`src/rtl/sio_irq_pkg.sv`:
```
package sio_irq_pkg;

    typedef enum logic [1:0] {
        SP_IO   = 2'd0,
        SP_ID   = 2'd1,
        SP_ACK  = 2'd2,
        SP_NONE = 2'd3
    } bus_space_e;

    localparam int EV_KINDS    = 3;
    localparam int LANE_STRIDE = 4;
    localparam int STAT_W      = 8;
    localparam int ID_LEN      = 12;
    localparam logic [4:0] OFS_STAT_MASK = 5'h0B;
    localparam logic [7:0] VEC_WR_ADDR   = 8'd1;

    typedef struct packed {
        logic [2:0] blk;
        logic [4:0] ofs;
    } io_dec_t;

    function automatic io_dec_t decode_io(input logic [7:0] a);
        io_dec_t d;
        d.blk = a[7:5];
        d.ofs = a[4:0] ^ 5'h01;
        return d;
    endfunction

    function automatic int stat_pos(input int lane, input int kind);
        return lane * LANE_STRIDE + kind;
    endfunction

    function automatic logic [7:0] id_byte(input logic [6:0] idx);
        logic [7:0] v;
        case (idx)
            7'd0:    v = 8'h53;
            7'd1:    v = 8'h49;
            7'd2:    v = 8'h4F;
            7'd3:    v = 8'h38;
            7'd4:    v = 8'h01;
            7'd5:    v = 8'h08;
            7'd6:    v = 8'h10;
            7'd10:   v = 8'h0C;
            7'd11:   v = 8'hA5;
            default: v = 8'h00;
        endcase
        return v;
    endfunction

endpackage

```
`src/rtl/sio_irq_decode.sv`:
```
module sio_irq_decode
    import sio_irq_pkg::*;
#(
    parameter int N_BLK = 4,
    localparam int BLK_W = (N_BLK > 1) ? $clog2(N_BLK) : 1
) (
    input  logic             bus_valid_i,
    input  logic             bus_write_i,
    input  logic [1:0]       bus_space_i,
    input  logic [7:0]       bus_addr_i,
    output logic [N_BLK-1:0] mask_we_o,
    output logic [BLK_W-1:0] stat_sel_o,
    output logic             stat_hit_o,
    output logic             vec_we_o,
    output logic             ack_hit_o,
    output logic             rd_en_o
);
    io_dec_t dec;
    logic    is_io;
    logic    blk_ok;

    always_comb begin
        dec        = decode_io(bus_addr_i);
        is_io      = (bus_space_i == SP_IO);
        blk_ok     = (int'(dec.blk) < N_BLK);
        stat_hit_o = is_io && blk_ok && (dec.ofs == OFS_STAT_MASK);
        stat_sel_o = dec.blk[BLK_W-1:0];
        rd_en_o    = bus_valid_i && !bus_write_i;
        vec_we_o   = bus_valid_i && bus_write_i && (bus_space_i == SP_ID)
                     && (bus_addr_i == VEC_WR_ADDR);
        ack_hit_o  = (bus_space_i == SP_ACK)
                     && ((bus_addr_i == 8'd0) || (bus_addr_i == 8'd2));
        for (int b = 0; b < N_BLK; b++) begin
            mask_we_o[b] = bus_valid_i && bus_write_i && stat_hit_o
                           && (int'(dec.blk) == b);
        end
    end
endmodule

```
`src/rtl/sio_irq_blkstat.sv`:
```
module sio_irq_blkstat
    import sio_irq_pkg::*;
#(
    parameter int LANES = 2,
    localparam int EV_W = LANES * EV_KINDS
) (
    input  logic              clk,
    input  logic              rst,
    input  logic [EV_W-1:0]   set_i,
    input  logic [EV_W-1:0]   clr_i,
    input  logic              mask_we_i,
    input  logic [STAT_W-1:0] mask_wd_i,
    output logic [STAT_W-1:0] stat_o,
    output logic [STAT_W-1:0] mask_o,
    output logic              pend_o
);
    logic [STAT_W-1:0] stat_q, stat_d;
    logic [STAT_W-1:0] mask_q;

    always_comb begin
        stat_d = stat_q;
        for (int l = 0; l < LANES; l++) begin
            for (int k = 0; k < EV_KINDS; k++) begin
                if (set_i[l*EV_KINDS + k]) begin
                    stat_d[stat_pos(l, k)] = 1'b1;
                end else if (clr_i[l*EV_KINDS + k]) begin
                    stat_d[stat_pos(l, k)] = 1'b0;
                end
            end
        end
    end

    always_ff @(posedge clk) begin
        if (rst) begin
            stat_q <= '0;
            mask_q <= '0;
        end else begin
            stat_q <= stat_d;
            if (mask_we_i) begin
                mask_q <= mask_wd_i;
            end
        end
    end

    assign stat_o = stat_q;
    assign mask_o = mask_q;
    assign pend_o = |(stat_q & mask_q);
endmodule

```
`src/rtl/sio_irq_merge.sv`:
```
module sio_irq_merge #(
    parameter int N_BLK = 4,
    localparam int N_IRQ = N_BLK / 2
) (
    input  logic             clk,
    input  logic             rst,
    input  logic [N_BLK-1:0] pend_i,
    output logic [N_IRQ-1:0] irq_o
);
    for (genvar j = 0; j < N_IRQ; j++) begin : g_line
        always_ff @(posedge clk) begin
            if (rst) begin
                irq_o[j] <= 1'b0;
            end else begin
                irq_o[j] <= pend_i[2*j] | pend_i[2*j+1];
            end
        end
    end
endmodule

```
`src/rtl/sio_irq_front.sv`:
```
module sio_irq_front
    import sio_irq_pkg::*;
#(
    parameter int N_CH = 8,
    localparam int N_BLK = N_CH / 2,
    localparam int N_IRQ = N_BLK / 2,
    localparam int EV_W  = N_CH * EV_KINDS
) (
    input  logic             clk,
    input  logic             rst,
    input  logic             bus_valid,
    input  logic             bus_write,
    input  logic [1:0]       bus_space,
    input  logic [7:0]       bus_addr,
    input  logic [7:0]       bus_wdata,
    output logic [7:0]       bus_rdata,
    input  logic [EV_W-1:0]  evt_set,
    input  logic [EV_W-1:0]  evt_clr,
    output logic [N_IRQ-1:0] irq
);
    localparam int BLK_W   = (N_BLK > 1) ? $clog2(N_BLK) : 1;
    localparam int BLK_EVW = 2 * EV_KINDS;

    logic [N_BLK-1:0]        mask_we;
    logic [BLK_W-1:0]        stat_sel;
    logic                    stat_hit, vec_we, ack_hit, rd_en;
    logic [N_BLK*STAT_W-1:0] stat_flat, mask_flat;
    logic [N_BLK-1:0]        pend;
    logic [7:0]              vec_q, rd_next, rdata_q;

    sio_irq_decode #(.N_BLK(N_BLK)) u_dec (
        .bus_valid_i (bus_valid),
        .bus_write_i (bus_write),
        .bus_space_i (bus_space),
        .bus_addr_i  (bus_addr),
        .mask_we_o   (mask_we),
        .stat_sel_o  (stat_sel),
        .stat_hit_o  (stat_hit),
        .vec_we_o    (vec_we),
        .ack_hit_o   (ack_hit),
        .rd_en_o     (rd_en)
    );

    for (genvar b = 0; b < N_BLK; b++) begin : g_blk
        sio_irq_blkstat #(.LANES(2)) u_blk (
            .clk       (clk),
            .rst       (rst),
            .set_i     (evt_set[b*BLK_EVW +: BLK_EVW]),
            .clr_i     (evt_clr[b*BLK_EVW +: BLK_EVW]),
            .mask_we_i (mask_we[b]),
            .mask_wd_i (bus_wdata),
            .stat_o    (stat_flat[b*STAT_W +: STAT_W]),
            .mask_o    (mask_flat[b*STAT_W +: STAT_W]),
            .pend_o    (pend[b])
        );
    end

    sio_irq_merge #(.N_BLK(N_BLK)) u_merge (
        .clk    (clk),
        .rst    (rst),
        .pend_i (pend),
        .irq_o  (irq)
    );

    always_comb begin
        case (bus_space)
            SP_IO:   rd_next = stat_hit ? stat_flat[{stat_sel, 3'b000} +: STAT_W] : 8'h00;
            SP_ID:   rd_next = id_byte(bus_addr[7:1]);
            SP_ACK:  rd_next = ack_hit ? vec_q : 8'h00;
            default: rd_next = 8'h00;
        endcase
    end

    always_ff @(posedge clk) begin
        if (rst) begin
            vec_q   <= '0;
            rdata_q <= '0;
        end else begin
            if (vec_we) begin
                vec_q <= bus_wdata;
            end
            if (rd_en) begin
                rdata_q <= rd_next;
            end
        end
    end

    assign bus_rdata = rdata_q;
endmodule

```
`config.mk`:
```
export PLATFORM = sky130hd
export DESIGN_NAME = sio_irq_front
export DESIGN_NICKNAME = d
export VERILOG_FILES = /design/src/rtl/sio_irq_pkg.sv /design/src/rtl/sio_irq_decode.sv /design/src/rtl/sio_irq_blkstat.sv /design/src/rtl/sio_irq_merge.sv /design/src/rtl/sio_irq_front.sv
export SDC_FILE = /design/constraint.sdc
export NUM_CORES = 1
export LEC_CHECK = 0
export BUFFER_PORTS_ARGS = -buffer_cell sky130_fd_sc_hd__buf_2
export CAP_MARGIN = 25
export CORE_AREA = 4 4 86 80
export CTS_BUF_LIST = sky130_fd_sc_hd__clkbuf_8
export CTS_CLUSTER_SIZE = 20
export DETAILED_ROUTE_END_ITERATION = 16
export DIE_AREA = 0 0 90 84
export PLACE_DENSITY = 0.81
export REMOVE_ABC_BUFFERS = 1
export SLEW_MARGIN = 20
export SYNTH_ARGS = -nofsm -noshare
export SYNTH_HDL_FRONTEND = slang
export SYNTH_SLANG_ARGS = --single-unit
export TNS_END_PERCENT = 50
```
`constraint.sdc`:
```
create_clock -name clk -period 6.2 [get_ports clk]
set_input_delay 1.24 -clock clk [delete_from_list [all_inputs] [get_ports clk]]
set_output_delay 1.24 -clock clk [all_outputs]
set_load 0.03 [all_outputs]
```
==> results of run 1 <==
stage by stage:
step | total power [µW] | instances
after global placement | 536 | 451
after CTS | 885 | 467
after global routing | 915 | 467
after floorplan | 488 | 299
final | 879 | 467
after detailed placement | 538 | 451
critical path: cells and delay by family:
kind                   cells  cell delay (ns)
and+or+nand+nor            3             1.33
muxes                      1             0.26
buffers and inverters      1             0.15
Yosys cell counts, types with 6 or more instances:
cell and number:
a21oi_1 35, a221oi_1 6, a22o_1 6, clkbuf_1 11
dfxtp_1 66, inv_1 26, mux2i_1 33, mux4_2 6
nand2_1 6, nor2_1 61, o21ai_0 9
final cells by class:
class,instances,area (µm²)
inverters,26,97.6
fillers,525,2420
flip-flops and latches,66,1320
multi-input cells,207,1450
clock inverters,3,21.3
well taps,72,90.1
clock buffers,13,179
repair buffers,80,403
flip-flops by register name, summed over array words and instances (netlist names):
| name | cells |
|---|---|
| bus_rdata | 8 |
| g_blk.u_blk.mask_o | 24 |
| g_blk.u_blk.stat_o | 24 |
| u_merge.irq_o | 2 |
| vec_q | 8 |
power groups by stage:
stage	registers (µW)	logic (µW)	clock network (µW)
floorplan	454	34.0	0
global placement	455	80.3	0
detailed placement	456	82.1	0
CTS	446	82.6	357
global route	447	91.7	376
finish	446	82.5	350
metal layers:
layer | vias up | track usage, % | routed length, µm
met5 | - | 0 | 0
met4 | 0 | 6.95 | 112
met3 | 12 | 6.13 | 481
met2 | 75 | 30.2 | 3150
met1 | 1126 | 25.1 | 3270
li1 | 1263 | - | -
kinds of logic (layout without fill, tap and decap cells):
group	count (synthesis)	count (layout)	share of synthesized area, %
adders and majority gates	4	4	1.71
AOI/OAI and AO/OA	69	69	14.5
and+or+nand+nor	95	95	17.2
muxes	39	39	15.9
buffers and inverters	40	122	5.39
DFF	66	66	45.2
how the worst max path moves through the flow:
stage	start	endpoint	slack (ns)	depth (start not counted)
6_report	bus_addr[4]	vec_q[0]	3.42	5
5_1_grt	bus_addr[4]	vec_q[4]	3.35	5
4_1_cts	bus_addr[4]	vec_q[0]	3.44	5
3_5_place_dp	bus_addr[4]	vec_q[3]	3.09	5
3_3_place_gp	bus_addr[4]	vec_q[7]	3.14	5
2_1_floorplan	bus_addr[4]	vec_q[0]	3.45	4
==> results.cfg, run 1 <==
[routing]
avgViaCountPerCell = 5.30
drcViolationCount = 0
antenna_left = 0
routed_wl_um = 7010
vias = 2476
drtPass1Iterations = 4
dr.first_iter.drc_count = 116
wl_per_cell_um = 15.0

[sta]
setup_ws_ns = 3.42
drv_slew = 0
worst_pin_slew_ns = 0.820
period_minus_slack_ns = 2.78
timing.final.crit_share_pct = 44.9
final-hold-violation-count = 0
finClkSkew_ns = 0.00853
slew_headroom_pct = 44.6
rsz0062_at_grt = false
setup_violations = 0
whs_ns = 0.449
tns_ns = 0
max_freq_ghz = 0.360

[clock_tree]
tritoncts = built
htree_levels = 3
cts_resized = 0
clkTransAtPathRegs_ns = 0.07
post_cts_buffers = 0
clock_latency_ns = 0.33
cts_buffers = 9
cts.sinks = 66
ctsHoldBuffers = 0
cts_buffer_depth = 2
cts_root_buffer = clkbuf_8

[floorplan]
initial_core_util_pct = 48.9
chipHeight_um = 84
die_w_um = 90
std_cell_rows = 27
coreArea_mm2 = 0.00598
die_area_mm2 = 0.00756
ios = 80

[synthesis]
synthArstFlopShare_pct = 0
avgSynthCellArea_um2 = 9.34
yosysTopAreaCell = dfxtp_1
synth_top_cell_area_share_pct = 45.2
synth_top_flop_cell = dfxtp_1
synthTopCellsByArea = dfxtp_1, mux2i_1, nor2_1
syn-cell-area_mm2 = 0.00292
synth_edf_count = 0
synthDistinctLibCells = 37
ys_ff_latch = 66
yosys_warnings = 0
ys_seq_area_share_pct = 45.2
netlist_instances = 313

[global_route]
grt_pass1_vias = 2447
grt_pass1_wl_um = 11800
grt_max_degree = 38
globalRouteOverflowTotal = 0
antenna_found_initial = 0
grt_usage_pct = 19.3

[critical_path]
worst-path-max-fanout = 9
end_kind = flop
worstSetupPathType = input port to flop
reg2reg_from = g_blk[3].u_blk.stat_o[6]
r2r_end = bus_rdata[6]
worstSetupStartpointType = input port
slowest_delay_ns = 0.69
ff2ff_setup_slack_ns = 4.95
worst_ep_arrival_time_ns = 2.99
slowest_stage = nor4_4
cp_cell_sequence = buf_2, or4b_4, nor4_4, mux2i_1, nor2_1
cp_data_required_time_ns = 6.40
rr_worst_depth = 3

[power]
p_per_area_mw_per_mm2 = 247
p_leak_uw = 0.00168
switching_share_pct = 24.7
p_comb_share_pct = 9.4
p_seq_share_pct = 50.8
p_clk_share_pct = 39.8
vdd_drop_max_mv = 0.180
power.internal_uw = 662
netSwitchingPower_uw = 217

[cells_and_area]
stdcell_area_mm2 = 0.00356
layout_common_cells = buf_2, dfxtp_1, nor2_1, a21oi_1, mux2i_1
area_growth_pct = 21.7
diodes = 0
utilization_pct = 59.5
drive_gt1_share_pct = 27.6
layout_commonest_cell = buf_2
final_nets = 464

[placed_design]
dp.final_hpwl_um = 5320
preCtsSetupSlack_ns = 3.09
post_dp_cell_area_mm2 = 0.00336
gp_congestion = 0.876
port_buffers = 79

[worst_hold_path]
min_from = bus_rdata[3]
holdPathStages = 2
hold_end = bus_rdata[3]
hold_class = flop to flop

[outcome]
status = completed

[run]
maxCapViolCount = 0
No activity file was read; power rests on OpenSTA's default activity.
==> inputs of run 2 (changes only) <==
Settings changed: ABC_AREA from default to 1, CORE_AREA 4 4 86 80 to 4 4 90 83, DIE_AREA 0 0 90 84 to 0 0 94 87, PLACE_DENSITY 0.81 to 0.83.
Clock period 6.2 ns to 2.5 ns, I/O delays scaled along.
==> run 2 against run 1 <==
Effect of this change: register-to-register slack worse by 3.5 ns; final area grew 6.4%; utilization down 1.4 points; worst hold slack worse by 0.092 ns; clock skew down 0.0038 ns; routed wire length up 13%; critical endpoint unchanged; largest power group unchanged.
==> results.cfg, run 2 <==
[clock_tree]
ctsHoldBuffers = 0
cts_buffer_depth = 2
tritoncts = built
cts_buffers = 9
post_cts_buffers = 0
clkTransAtPathRegs_ns = 0.07
htree_levels = 3
clock_latency_ns = 0.34
cts.sinks = 66
cts_resized = 0
cts_root_buffer = clkbuf_8

[floorplan]
coreArea_mm2 = 0.00652
ios = 80
initial_core_util_pct = 48.8
std_cell_rows = 28
chipHeight_um = 87
die_area_mm2 = 0.00818
die_w_um = 94

[synthesis]
synthAdderAreaFrac_pct = 1.57
synth_top_cell_area_share_pct = 41.6
yosysMostFrequentCell = nand2_1
syn-cell-area_mm2 = 0.00318
ys_ff_latch = 66
synthDistinctLibCells = 25
synthTopCellsByCount = nand2_1, nor2_1, dfxtp_1
synth_edf_count = 0
synth_top_family_by_area = simple AND/OR/NAND/NOR gates
avgSynthCellArea_um2 = 6.54
yosysTopAreaCell = dfxtp_1
netlist_instances = 486
synth_xor_area_share_pct = 0
synthTopCellsByArea = dfxtp_1, nand2_1, nor2_1
ys_seq_area_share_pct = 41.6
synth-compound-area-share_pct = 7.44
synthArstFlopShare_pct = 0
muxShareOfSynthArea_pct = 0
yosys_warnings = 0
synth_top_flop_cell = dfxtp_1
synth-simple-area-share_pct = 42.6

[critical_path]
worst-path-max-fanout = 16
worstSetupStartpointType = input port
worst_ep_arrival_time_ns = 1.81
cp_data_required_time_ns = 2.73
end_kind = flop
worstSetupPathType = input port to flop
ff2ff_setup_slack_ns = 1.43

[placed_design]
gp_congestion = 0.885
preCtsSetupSlack_ns = 0.576
port_buffers = 79
dp.final_hpwl_um = 6120

[routing]
routed_wl_um = 7940
drcViolationCount = 0
wl_per_cell_um = 12.1
avgViaCountPerCell = 4.89
antenna_left = 0
drtPass1Iterations = 5
dr.first_iter.drc_count = 181
vias = 3211

[run]
maxCapViolCount = 0

[sta]
rsz0062_at_grt = false
worst_pin_slew_ns = 0.472
whs_ns = 0.357
period_minus_slack_ns = 1.59
final-hold-violation-count = 0
tns_ns = 0
drv_slew = 0
setup_ws_ns = 0.914
max_freq_ghz = 0.631
finClkSkew_ns = 0.00470
timing.final.crit_share_pct = 63.4
slew_headroom_pct = 68.4
setup_violations = 0

[cells_and_area]
diodes = 0
drive_gt1_share_pct = 20.1
area_growth_pct = 19.1
layout_common_cells = nand2_1, nor2_1, buf_2, dfxtp_1, a21oi_1
final_nets = 635
utilization_pct = 58.1
layout_commonest_cell = nand2_1

[global_route]
grt_pass1_wl_um = 13000
grt_pass1_vias = 3022
globalRouteOverflowTotal = 0
grt_usage_pct = 20.2
antenna_found_initial = 0
grt_max_degree = 27

[power]
p_per_area_mw_per_mm2 = 569
vdd_drop_max_mv = 0.366
p_leak_uw = 0.00185
total_power_uw = 2160

[worst_hold_path]
hold_class = input port to flop

[outcome]
status = completed
## run 2: layer usage
layer | vias to the layer above | share of wire (%) | track usage (%)
li1 | 1668 | - | -
met1 | 1426 | 45 | 25.1
met2 | 109 | 46 | 33.9
met3 | 8 | 7.8 | 6.57
met4 | 0 | 0.96 | 4.99
met5 | - | 0 | 0
## run 2: kinds of logic after synthesis
group                    count (synthesis)
AO/OA/AOI/OAI                           46
adder cells (fa/ha/maj)                  4
buffers and inverters                   49
AND/OR/NAND/NOR                        321
flip-flops                              66
## run 2: cell type report
class	instances	area (µm²)
Clock buffer	9	124
Clock inverter	7	61.3
Fill cell	640	2730
Inverter	33	124
Multi-Input combinational cell	371	1640
Sequential cell	66	1320
Tap cell	90	113
Timing Repair Buffer	80	403
## run 2: through the flow
step	std cells	cell area [µm²]
floorplan	470	3090
global placement	640	3600
detailed placement	640	3600
CTS	656	3790
global route	656	3790
finish	656	3790
## run 2: worst paths after layout
check	from	endpoint	depth (start not counted)
worst max-delay path	bus_addr[5]	vec_q[0]	7
worst min register to register	bus_rdata[4]	bus_rdata[4]	2
worst min-delay path	evt_set[12]	g_blk[2].u_blk.stat_o[0]	3
worst max register to register	g_blk[3].u_blk.stat_o[0]	bus_rdata[0]	8
## run 2: report_power, final
part	leakage, µW	total (µW)	internal, µW	switching, µW
sequential	0.000539	1100	1080	23.1
clock	0.000100	843	449	394
combinational	0.00121	213	83.2	130
total	0.00185	2160	1610	547
## run 2: critical path: stages
cell and delay (ns):
buf_2 0.20, nor2_1 0.16, nand2_1 0.08, nor2_2 0.38, nand2_1 0.27, nor2_1 0.15
nor3_1 0.07
==> inputs of run 3 (changes only) <==
Clock period 2.5 ns to 1.3 ns, I/O delays scaled along.
==> run 3 against run 2 <==
Effect of this change: first-iteration DRC count shrank 13%; via count grew 1.8%; sequential cell count is the same; clock skew grew 0.0026 ns; critical endpoint is now bus_rdata[5]; largest power group unchanged.
==> results.cfg, run 3 (synthesis results as in run 2) <==
[power]
vdd_drop_max_mv = 0.780
power.internal_uw = 3000
p_comb_share_pct = 11.5
total_power_uw = 4050
netSwitchingPower_uw = 1050
p_seq_share_pct = 52.2
p_clk_share_pct = 36.3
p_per_area_mw_per_mm2 = 1020
p_leak_uw = 0.00198
switching_share_pct = 25.9

[placed_design]
preCtsSetupSlack_ns = -0.160
numPlacedInstances = 667
dp.final_hpwl_um = 6290
gp_congestion = 0.899
port_buffers = 79

[sta]
whs_ns = 0.122
setup_violations = 0
period_minus_slack_ns = 1.15
finClkSkew_ns = 0.00727
worst_pin_slew_ns = 0.408
drv_slew = 0
slew_headroom_pct = 72.8
setup_ws_ns = 0.150
final-hold-violation-count = 0
rsz0062_at_grt = false
tns_ns = 0
timing.final.crit_share_pct = 88.4
max_freq_ghz = 0.870

[global_route]
grt_usage_pct = 20.4
grt_pass1_vias = 3093
grt_pass1_wl_um = 13200
globalRouteOverflowTotal = 0
antenna_found_initial = 0
grt_max_degree = 27

[cells_and_area]
drive_gt1_share_pct = 23.8
multi_input_area_mm2 = 0.00164
regArea_mm2 = 0.00132
final_nets = 662
layout_common_cells = nand2_1, nor2_1, buf_2, dfxtp_1, a21oi_1
area_growth_pct = 25.4
diodes = 0
nFillCells = 633
final_cell_count_no_fill = 683
layout_commonest_cell = nand2_1

[clock_tree]
cts.sinks = 66
htree_levels = 3
clkTransAtPathRegs_ns = 0.07
cts_buffer_depth = 2
tritoncts = built
post_cts_buffers = 0
cts_resized = 0
ctsHoldBuffers = 0
cts_root_buffer = clkbuf_8
clock_latency_ns = 0.34
cts_buffers = 9

[floorplan]
initial_core_util_pct = 48.8
chipHeight_um = 87
die_area_mm2 = 0.00818
ios = 80
std_cell_rows = 28
die_w_um = 94
coreArea_mm2 = 0.00652

[routing]
drcViolationCount = 0
avgViaCountPerCell = 4.78
drtPass1Iterations = 4
routed_wl_um = 7950
dr.first_iter.drc_count = 158
wl_per_cell_um = 11.6
vias = 3268
antenna_left = 0

[critical_path]
cp_cell_sequence = buf_2
worst_ep_arrival_time_ns = 0.89
worstSetupStartpointType = flop
crit_family = flip-flops
slowest_stage = dfxtp_1
slowest_delay_ns = 0.35
cp_data_required_time_ns = 1.04
end_kind = output pin
worstSetupPathType = flop to output pin
cp.buffers_inverters = 1
worst-path-max-fanout = 2

[run]
maxCapViolCount = 0

[outcome]
status = completed

[worst_hold_path]
hold_class = input port to flop
## run 3: cell count changes in the layout (fill, tap and decap cells not counted)
cell	delta
clkinv_2	-1
clkbuf_8	+1
clkinvlp_4	+1
buf_4	+26
bufinv_16	-1
buf_12	+1
## run 3: power groups by stage
stage | Clock, µW | Combinational [µW] | Sequential [µW]
after floorplan | 0 | 202 | 2140
after global placement | 0 | 453 | 2160
after detailed placement | 0 | 465 | 2160
after CTS | 1520 | 467 | 2110
after global routing | 1630 | 525 | 2120
final | 1470 | 466 | 2110
## run 3: worst paths after layout
check                            from                        to  slack [ns]  cells past startpoint
max reg2reg  g_blk[3].u_blk.stat_o[0]              bus_rdata[0]        0.29                      8
min reg2reg              bus_rdata[1]              bus_rdata[1]        0.46                      2
min                        evt_set[9]  g_blk[1].u_blk.stat_o[4]        0.12                      3
max                      bus_rdata[5]              bus_rdata[5]        0.15                      1
## run 3: through the flow
stage                     util (%)  instance area [µm²]
after floorplan                  -                 3090
after global placement        58.6                 3820
after detailed placement      58.6                 3820
after CTS                     61.2                 3990
after global routing          61.2                 3990
final                         61.2                 3990
## run 3: routing by layer
layer	global-route usage (%)	wire length [µm]	up-vias
li1	-	-	1723
met1	25.5	3510	1425
met2	33.9	3680	110
met3	5.96	660	10
met4	6.82	105	0
met5	0	0	-
## run 3: final cells by class
type	instances	area share, %
Multi-Input combinational cell	371	41.1
Clock buffer	10	3.45
Clock inverter	6	0.847
Tap cell	90	2.82
Sequential cell	66	33.1
Timing Repair Buffer	107	15.5
Inverter	33	3.11
